## src/rtl/tlb_repl_pkg.sv

```systemverilog
package tlb_repl_pkg;
  localparam int LRU_W = 6;
  localparam int WAYS  = 4;
  localparam int WAY_W = $clog2(WAYS);

  typedef logic [LRU_W-1:0] lru_t;

  // bits that decide way w
  function automatic lru_t way_care(input int w);
    case (w)
      0:       return 6'b111000;
      1:       return 6'b100110;
      2:       return 6'b010101;
      default: return 6'b001011;
    endcase
  endfunction

  // value of the cared bits when way w is the victim
  function automatic lru_t way_want(input int w);
    case (w)
      0:       return 6'b111000;
      1:       return 6'b000110;
      2:       return 6'b000001;
      default: return 6'b000000;
    endcase
  endfunction
endpackage

```

## src/rtl/itlb_plru_ctl.sv

```systemverilog
module itlb_plru_ctl
  import tlb_repl_pkg::*;
(
  input  logic             clk_i,
  input  logic             rst_ni,
  input  logic             hit_i,
  input  logic [WAY_W-1:0] hit_way_i,
  input  logic             wr_i,
  input  lru_t             wr_lru_i,
  output logic [WAY_W-1:0] victim_o,
  output logic             illegal_o
);
  lru_t            lru_q;
  logic            illegal_q;
  logic [WAYS-1:0] rule_match;
  logic            lru_bad;
  lru_t            hit_care, hit_val;

  always_comb begin
    hit_care = way_care(int'(hit_way_i));
    hit_val  = hit_care & ~way_want(int'(hit_way_i));
  end

  always_ff @(posedge clk_i or negedge rst_ni) begin
    if (!rst_ni)    lru_q <= '0;
    else if (wr_i)  lru_q <= wr_lru_i;
    else if (hit_i) lru_q <= (lru_q & ~hit_care) | hit_val;
  end

  for (genvar w = 0; w < WAYS; w++) begin : g_rule
    assign rule_match[w] = (lru_q & way_care(w)) == way_want(w);
  end

  always_comb begin
    logic found;
    found    = 1'b0;
    victim_o = '0;
    for (int w = 0; w < WAYS; w++) begin
      if (!found && rule_match[w]) begin
        victim_o = WAY_W'(w);
        found    = 1'b1;
      end
    end
  end

  assign lru_bad = ~|rule_match;

  always_ff @(posedge clk_i or negedge rst_ni) begin
    if (!rst_ni) illegal_q <= 1'b0;
    else         illegal_q <= illegal_q | lru_bad;
  end

  assign illegal_o = illegal_q | lru_bad;

  p_hit_update_r2: assert property (@(posedge clk_i) disable iff (!rst_ni)
    (hit_i && !wr_i) |=> ((lru_q & way_care(int'($past(hit_way_i))))
                          == (way_care(int'($past(hit_way_i)))
                              & ~way_want(int'($past(hit_way_i))))));
  p_hit_keeps_rest_r2: assert property (@(posedge clk_i) disable iff (!rst_ni)
    (hit_i && !wr_i) |=> ((lru_q & ~way_care(int'($past(hit_way_i))))
                          == ($past(lru_q) & ~way_care(int'($past(hit_way_i))))));
  p_illegal_sticky_r4: assert property (@(posedge clk_i) disable iff (!rst_ni)
    illegal_o |=> illegal_o);
  p_illegal_way0_r4: assert property (@(posedge clk_i) disable iff (!rst_ni)
    lru_bad |-> (victim_o == '0 && illegal_o));
  p_write_lru_r8: assert property (@(posedge clk_i) disable iff (!rst_ni)
    wr_i |=> lru_q == $past(wr_lru_i));
endmodule

```

## src/rtl/utlb_rand_ctr.sv

```systemverilog
module utlb_rand_ctr #(
  parameter int CNT_W = 6
) (
  input  logic             clk_i,
  input  logic             rst_ni,
  input  logic             uacc_i,
  input  logic             wr_i,
  input  logic [CNT_W-1:0] wr_cnt_i,
  input  logic [CNT_W-1:0] wr_bound_i,
  output logic [CNT_W-1:0] cnt_o
);
  localparam logic [CNT_W:0] CNT_MAX = {1'b0, {CNT_W{1'b1}}};

  logic [CNT_W-1:0] cnt_q, bound_q;
  logic [CNT_W:0]   cnt_inc;
  logic             wrap;

  assign cnt_inc = {1'b0, cnt_q} + 1'b1;
  assign wrap    = ((bound_q != '0) && (cnt_inc > {1'b0, bound_q})) || (cnt_inc > CNT_MAX);

  always_ff @(posedge clk_i or negedge rst_ni) begin
    if (!rst_ni) begin
      cnt_q   <= '0;
      bound_q <= '0;
    end else if (wr_i) begin
      cnt_q   <= wr_cnt_i;
      bound_q <= wr_bound_i;
    end else if (uacc_i) begin
      cnt_q   <= wrap ? '0 : cnt_inc[CNT_W-1:0];
    end
  end

  assign cnt_o = cnt_q;

  p_hold_r5: assert property (@(posedge clk_i) disable iff (!rst_ni)
    (!uacc_i && !wr_i) |=> $stable(cnt_q));
  p_step_r5: assert property (@(posedge clk_i) disable iff (!rst_ni)
    (uacc_i && !wr_i && cnt_q != {CNT_W{1'b1}} && (bound_q == '0 || cnt_q < bound_q))
    |=> cnt_q == $past(cnt_q) + 1'b1);
  p_wrap_bound_r6: assert property (@(posedge clk_i) disable iff (!rst_ni)
    (uacc_i && !wr_i && bound_q != '0 && cnt_q >= bound_q) |=> cnt_q == '0);
  p_wrap_top_r7: assert property (@(posedge clk_i) disable iff (!rst_ni)
    (uacc_i && !wr_i && cnt_q == {CNT_W{1'b1}}) |=> cnt_q == '0);
  p_write_cnt_r8: assert property (@(posedge clk_i) disable iff (!rst_ni)
    wr_i |=> (cnt_q == $past(wr_cnt_i) && bound_q == $past(wr_bound_i)));
endmodule

```

## src/rtl/tlb_repl_unit.sv

```systemverilog
module tlb_repl_unit
  import tlb_repl_pkg::*;
#(
  parameter int CNT_W = 6
) (
  input  logic             clk_i,
  input  logic             rst_ni,
  input  logic             hit_i,
  input  logic [WAY_W-1:0] hit_way_i,
  input  logic             uacc_i,
  input  logic             wr_i,
  input  logic [LRU_W-1:0] wr_lru_i,
  input  logic [CNT_W-1:0] wr_cnt_i,
  input  logic [CNT_W-1:0] wr_bound_i,
  output logic [WAY_W-1:0] victim_o,
  output logic [CNT_W-1:0] cnt_o,
  output logic             illegal_o
);
  itlb_plru_ctl u_plru (
    .clk_i     (clk_i),
    .rst_ni    (rst_ni),
    .hit_i     (hit_i),
    .hit_way_i (hit_way_i),
    .wr_i      (wr_i),
    .wr_lru_i  (wr_lru_i),
    .victim_o  (victim_o),
    .illegal_o (illegal_o)
  );

  utlb_rand_ctr #(.CNT_W(CNT_W)) u_ctr (
    .clk_i      (clk_i),
    .rst_ni     (rst_ni),
    .uacc_i     (uacc_i),
    .wr_i       (wr_i),
    .wr_cnt_i   (wr_cnt_i),
    .wr_bound_i (wr_bound_i),
    .cnt_o      (cnt_o)
  );

  p_reset_r1: assert property (@(posedge clk_i) disable iff (!rst_ni)
    $rose(rst_ni) |-> (cnt_o == '0 && !illegal_o && victim_o == WAY_W'(3)));
endmodule

```

## config.mk

```make
export PLATFORM = sky130hd
export DESIGN_NAME = tlb_repl_unit
export DESIGN_NICKNAME = d
export VERILOG_FILES = /design/src/rtl/tlb_repl_pkg.sv /design/src/rtl/itlb_plru_ctl.sv /design/src/rtl/utlb_rand_ctr.sv /design/src/rtl/tlb_repl_unit.sv
export SDC_FILE = /design/constraint.sdc
export NUM_CORES = 1
export LEC_CHECK = 0
export BUFFER_PORTS_ARGS = -buffer_cell sky130_fd_sc_hd__buf_2
export CORE_AREA = 10 10 51 92
export CTS_BUF_LIST = sky130_fd_sc_hd__clkbuf_8
export DETAILED_ROUTE_END_ITERATION = 10
export DIE_AREA = 0 0 61 102
export GPL_ROUTABILITY_DRIVEN = 1
export SETUP_SLACK_MARGIN = 0.1
export SLEW_MARGIN = 10
export SYNTH_ARGS = -nofsm -noshare
export SYNTH_HDL_FRONTEND = slang
export SYNTH_SLANG_ARGS = --single-unit
```

## constraint.sdc

```tcl
create_clock -name clk_i -period 3.15 [get_ports clk_i]
set_input_delay 0.1575 -clock clk_i [delete_from_list [all_inputs] [get_ports clk_i]]
set_output_delay 0.1575 -clock clk_i [all_outputs]
set_load 0.1 [all_outputs]
```

==> run_results.csv <==
group,metric,value,unit
run_status,status,"completed",
yosys,synthCells,147,
finish,nNetsFinal,216,
finish,syn2layout_area_growth,19.1,%
worst_setup_path,setup.worst_path.end_class,"register",
yosys,ys_types,31,
timing,hold_viol,0,
yosys,synth_top_family_by_area,"simple AND/OR/NAND/NOR gates",
cts,clkTransAtPathRegs,70,ps
die,fp.dieArea,6220,um^2
placement,place_area,1430,um^2
yosys,synth.area.mux_share,0.0251,
die,start_util,0.390,
cts,clock_sinks,19,
routing,vias,1108,
cts,cts_inserted_buffers,3,
routing,routed_wirelength,3230,um
timing,tightestPinTransition,609,ps
die,die-width,61,um
finish,fin_util,0.464,
yosys,synthesis.nets,183,
finish,diodes,0,
cts,htree_levels,1,
timing,rsz0062_at_grt,"no",
yosys,synthAdderAreaFrac,0.111,
routing,drt_iter0_drc,7,
grt,grt_max_degree,37,
worst_setup_path,cpPeakStageDelay,470,ps
finish,layout-drive-gt1-share,0.223,
die,ios,34,
timing,fin_crit_sh,0.837,
timing,fin_setup_tns,0,ps
cts,cts_tree,"yes",
routing,drt_pre_antenna_iters,4,
yosys,synth_area,1240,um^2
finish,final_common_cell,"buf_2",
grt,grt_pass1_vias,1220,
grt,grt.total_usage,0.108,
hold_path,hold_path_class,"in -> reg",
routing,ant_nets,0,
yosys,synth_seq_area_share,0.382,
grt,grt_busiest_layer,"met2",
cts,clkLatencyLatePin,250,ps
timing,fmax,379,MHz
worst_setup_path,crit_path_max_fanout,8,
timing,finalMaxSlewViolations,0,
placement,io_buffers,33,
yosys,yosysWarnings,0,
power,peakVddDrop,0.295,mV
worst_setup_path,criticalPathCategory,"reg -> reg",
die,fp.dieH,102,um
finish,finalInstanceArea,1480,um^2
worst_setup_path,critPathSlowestCell,"dfrtp_1",
timing,slew_headroom,0.594,
cts,cts.path.max_buffers,2,
grt,antenna_found_initial,0,
placement,hpwlAfterDp,2630,um
cts,cts-root-buf,"clkbuf_8",
routing,post-route-drc-count,0,
die,rows,29,
grt,use_met2,0.199,
power,p_leak,0.743,nW
job,maxCapViolations,0,
worst_setup_path,cp_common_cell,"ha_1",
grt,grt_pass1_wl,5390,um
routing,via_per_inst,5.28,
yosys,ys_ff_latch,19,
timing,finalSetupViolCount,0,
grt,grt_use_met1,0.115,
yosys,syn_avg_cell_area,8.47,um^2
power,p_per_area,515,nW/um^2
worst_setup_path,worstPathCellList,"ha_1, nand3_1, xor2_1, inv_1, ha_1, and3_1, nand4_1, a21o_1, a31oi_1, o221ai_2, o21ai_1",
timing,finClkSkew,2.05,ps
yosys,synth_compound_area_frac,0.177,
worst_setup_path,worstSetupStartpointType,"register",
die,coreArea,3190,um^2
timing,min_period,2640,ps
placement,gp_congestion,0.826,
worst_setup_path,critPathArrivalTime,2810,ps
grt,met3_usage,0.0236,
grt,grt_overflow,0,
finish,final_cell_mix,"buf_2 (33), nand2_1 (21), dfrtp_1 (19), o21ai_1 (17), inv_1 (15)",
yosys,synth-simple-area-share,0.201,
worst_setup_path,required,3330,ps
power,finalPower,0.763,mW
routing,wl_per_cell,15.4,um
yosys,synth_xor_xnor_area_share,0.0422,
-- layer usage --
metal	share of wire	vias to the layer above	wire length [um]
li1	-	565	-
met1	0.37	513	1200
met2	0.55	26	1780
met3	0.064	4	208
met4	0.013	0	42
met5	0	-	0
-- final timing paths --
path                                              endpoint              from  slack, ps  cells past startpoint
worst min-delay path                      u_ctr.bound_q[1]     wr_bound_i[1]        110                      3
max in group asynchronous       asynchronous set/reset pin            rst_ni       2490                      2
worst max-delay path                        u_ctr.cnt_o[3]    u_ctr.cnt_o[0]        510                     11
worst min register to register            u_plru.illegal_q  u_plru.illegal_q        470                      1
worst max register to register              u_ctr.cnt_o[3]    u_ctr.cnt_o[0]        510                     11
min in group asynchronous                   u_ctr.cnt_o[1]            rst_ni        360                      2
-- logic make-up after synthesis --
kind of cell | Yosys count
AOI/OAI and AO/OA | 38
xor gates and xnor gates | 6
adders and majority gates | 11
buffers and inverters | 20
DFF | 19
muxes | 3
and+or+nand+nor | 50
-- final cells by class --
cell class / instances / area (um^2)
Fill cell: 329 / 1710
Multi-Input combinational cell: 108 / 696
Sequential cell: 19 / 475
Timing Repair Buffer: 34 / 175
Inverter: 14 / 52.6
Clock buffer: 3 / 41.3
Tap cell: 31 / 38.8
Clock inverter: 1 / 3.75
-- metrics by stage --
stage / std cells / hold slack (ps) / worst slack, ps
finish: 210 / 109 / 514
global route: 210 / 113 / 232
CTS: 210 / 112 / 515
detailed placement: 205 / 128 / 586
global placement: 205 / 125 / 714
floorplan: 147 / -138 / 197
-- worst max-delay path: cells and delay by family (launching register included) --
family | cells | cell delay, ps
compound gates | 4 | 750
fa+ha+maj | 2 | 600
flops | 1 | 470
simple gates | 3 | 430
xor+xnor | 1 | 220
buf+inv | 1 | 70
-- power by group --
part / internal, mW / switching (mW)
combinational: 0.0863 / 0.207
clock: 0.0867 / 0.0803
sequential: 0.269 / 0.0340
-- repair_timing --
action,CTS,global route
resized for setup,0,0
endpoints found under the hold margin,19,0
setup buffers,0,0
hold buffers,1,0
-- synth_stat cells --
library cell / n / area [um^2]
nor2b_1: 2 / 12.5
nand2_1: 21 / 78.8
o21ai_0: 1 / 5.00
xnor2_1: 4 / 35.0
nor3_1: 1 / 5.00
or4_4: 1 / 11.3
o21ba_1: 1 / 10.0
o221ai_2: 1 / 15.0
a21o_1: 1 / 7.51
dfrtp_1: 19 / 475
buf_1: 1 / 3.75
o21bai_1: 1 / 7.51
mux2_1: 1 / 11.3
buf_2: 2 / 10.0
a21oi_1: 9 / 45.0
nand2b_1: 1 / 6.26
clkbuf_1: 3 / 11.3
a21boi_1: 2 / 15.0
xor2_1: 2 / 17.5
mux2i_1: 2 / 20.0
nor2_1: 6 / 22.5
nand3_1: 7 / 35.0
ha_1: 11 / 138
nor3b_1: 5 / 37.5
o21ai_1: 18 / 90.1
a31oi_1: 4 / 25.0
nand4_1: 3 / 18.8
nor3_2: 1 / 10.0
and3_1: 1 / 6.26
or3_1: 1 / 6.26
inv_1: 14 / 52.6
Note: power is estimated with default switching activity, not from simulation.
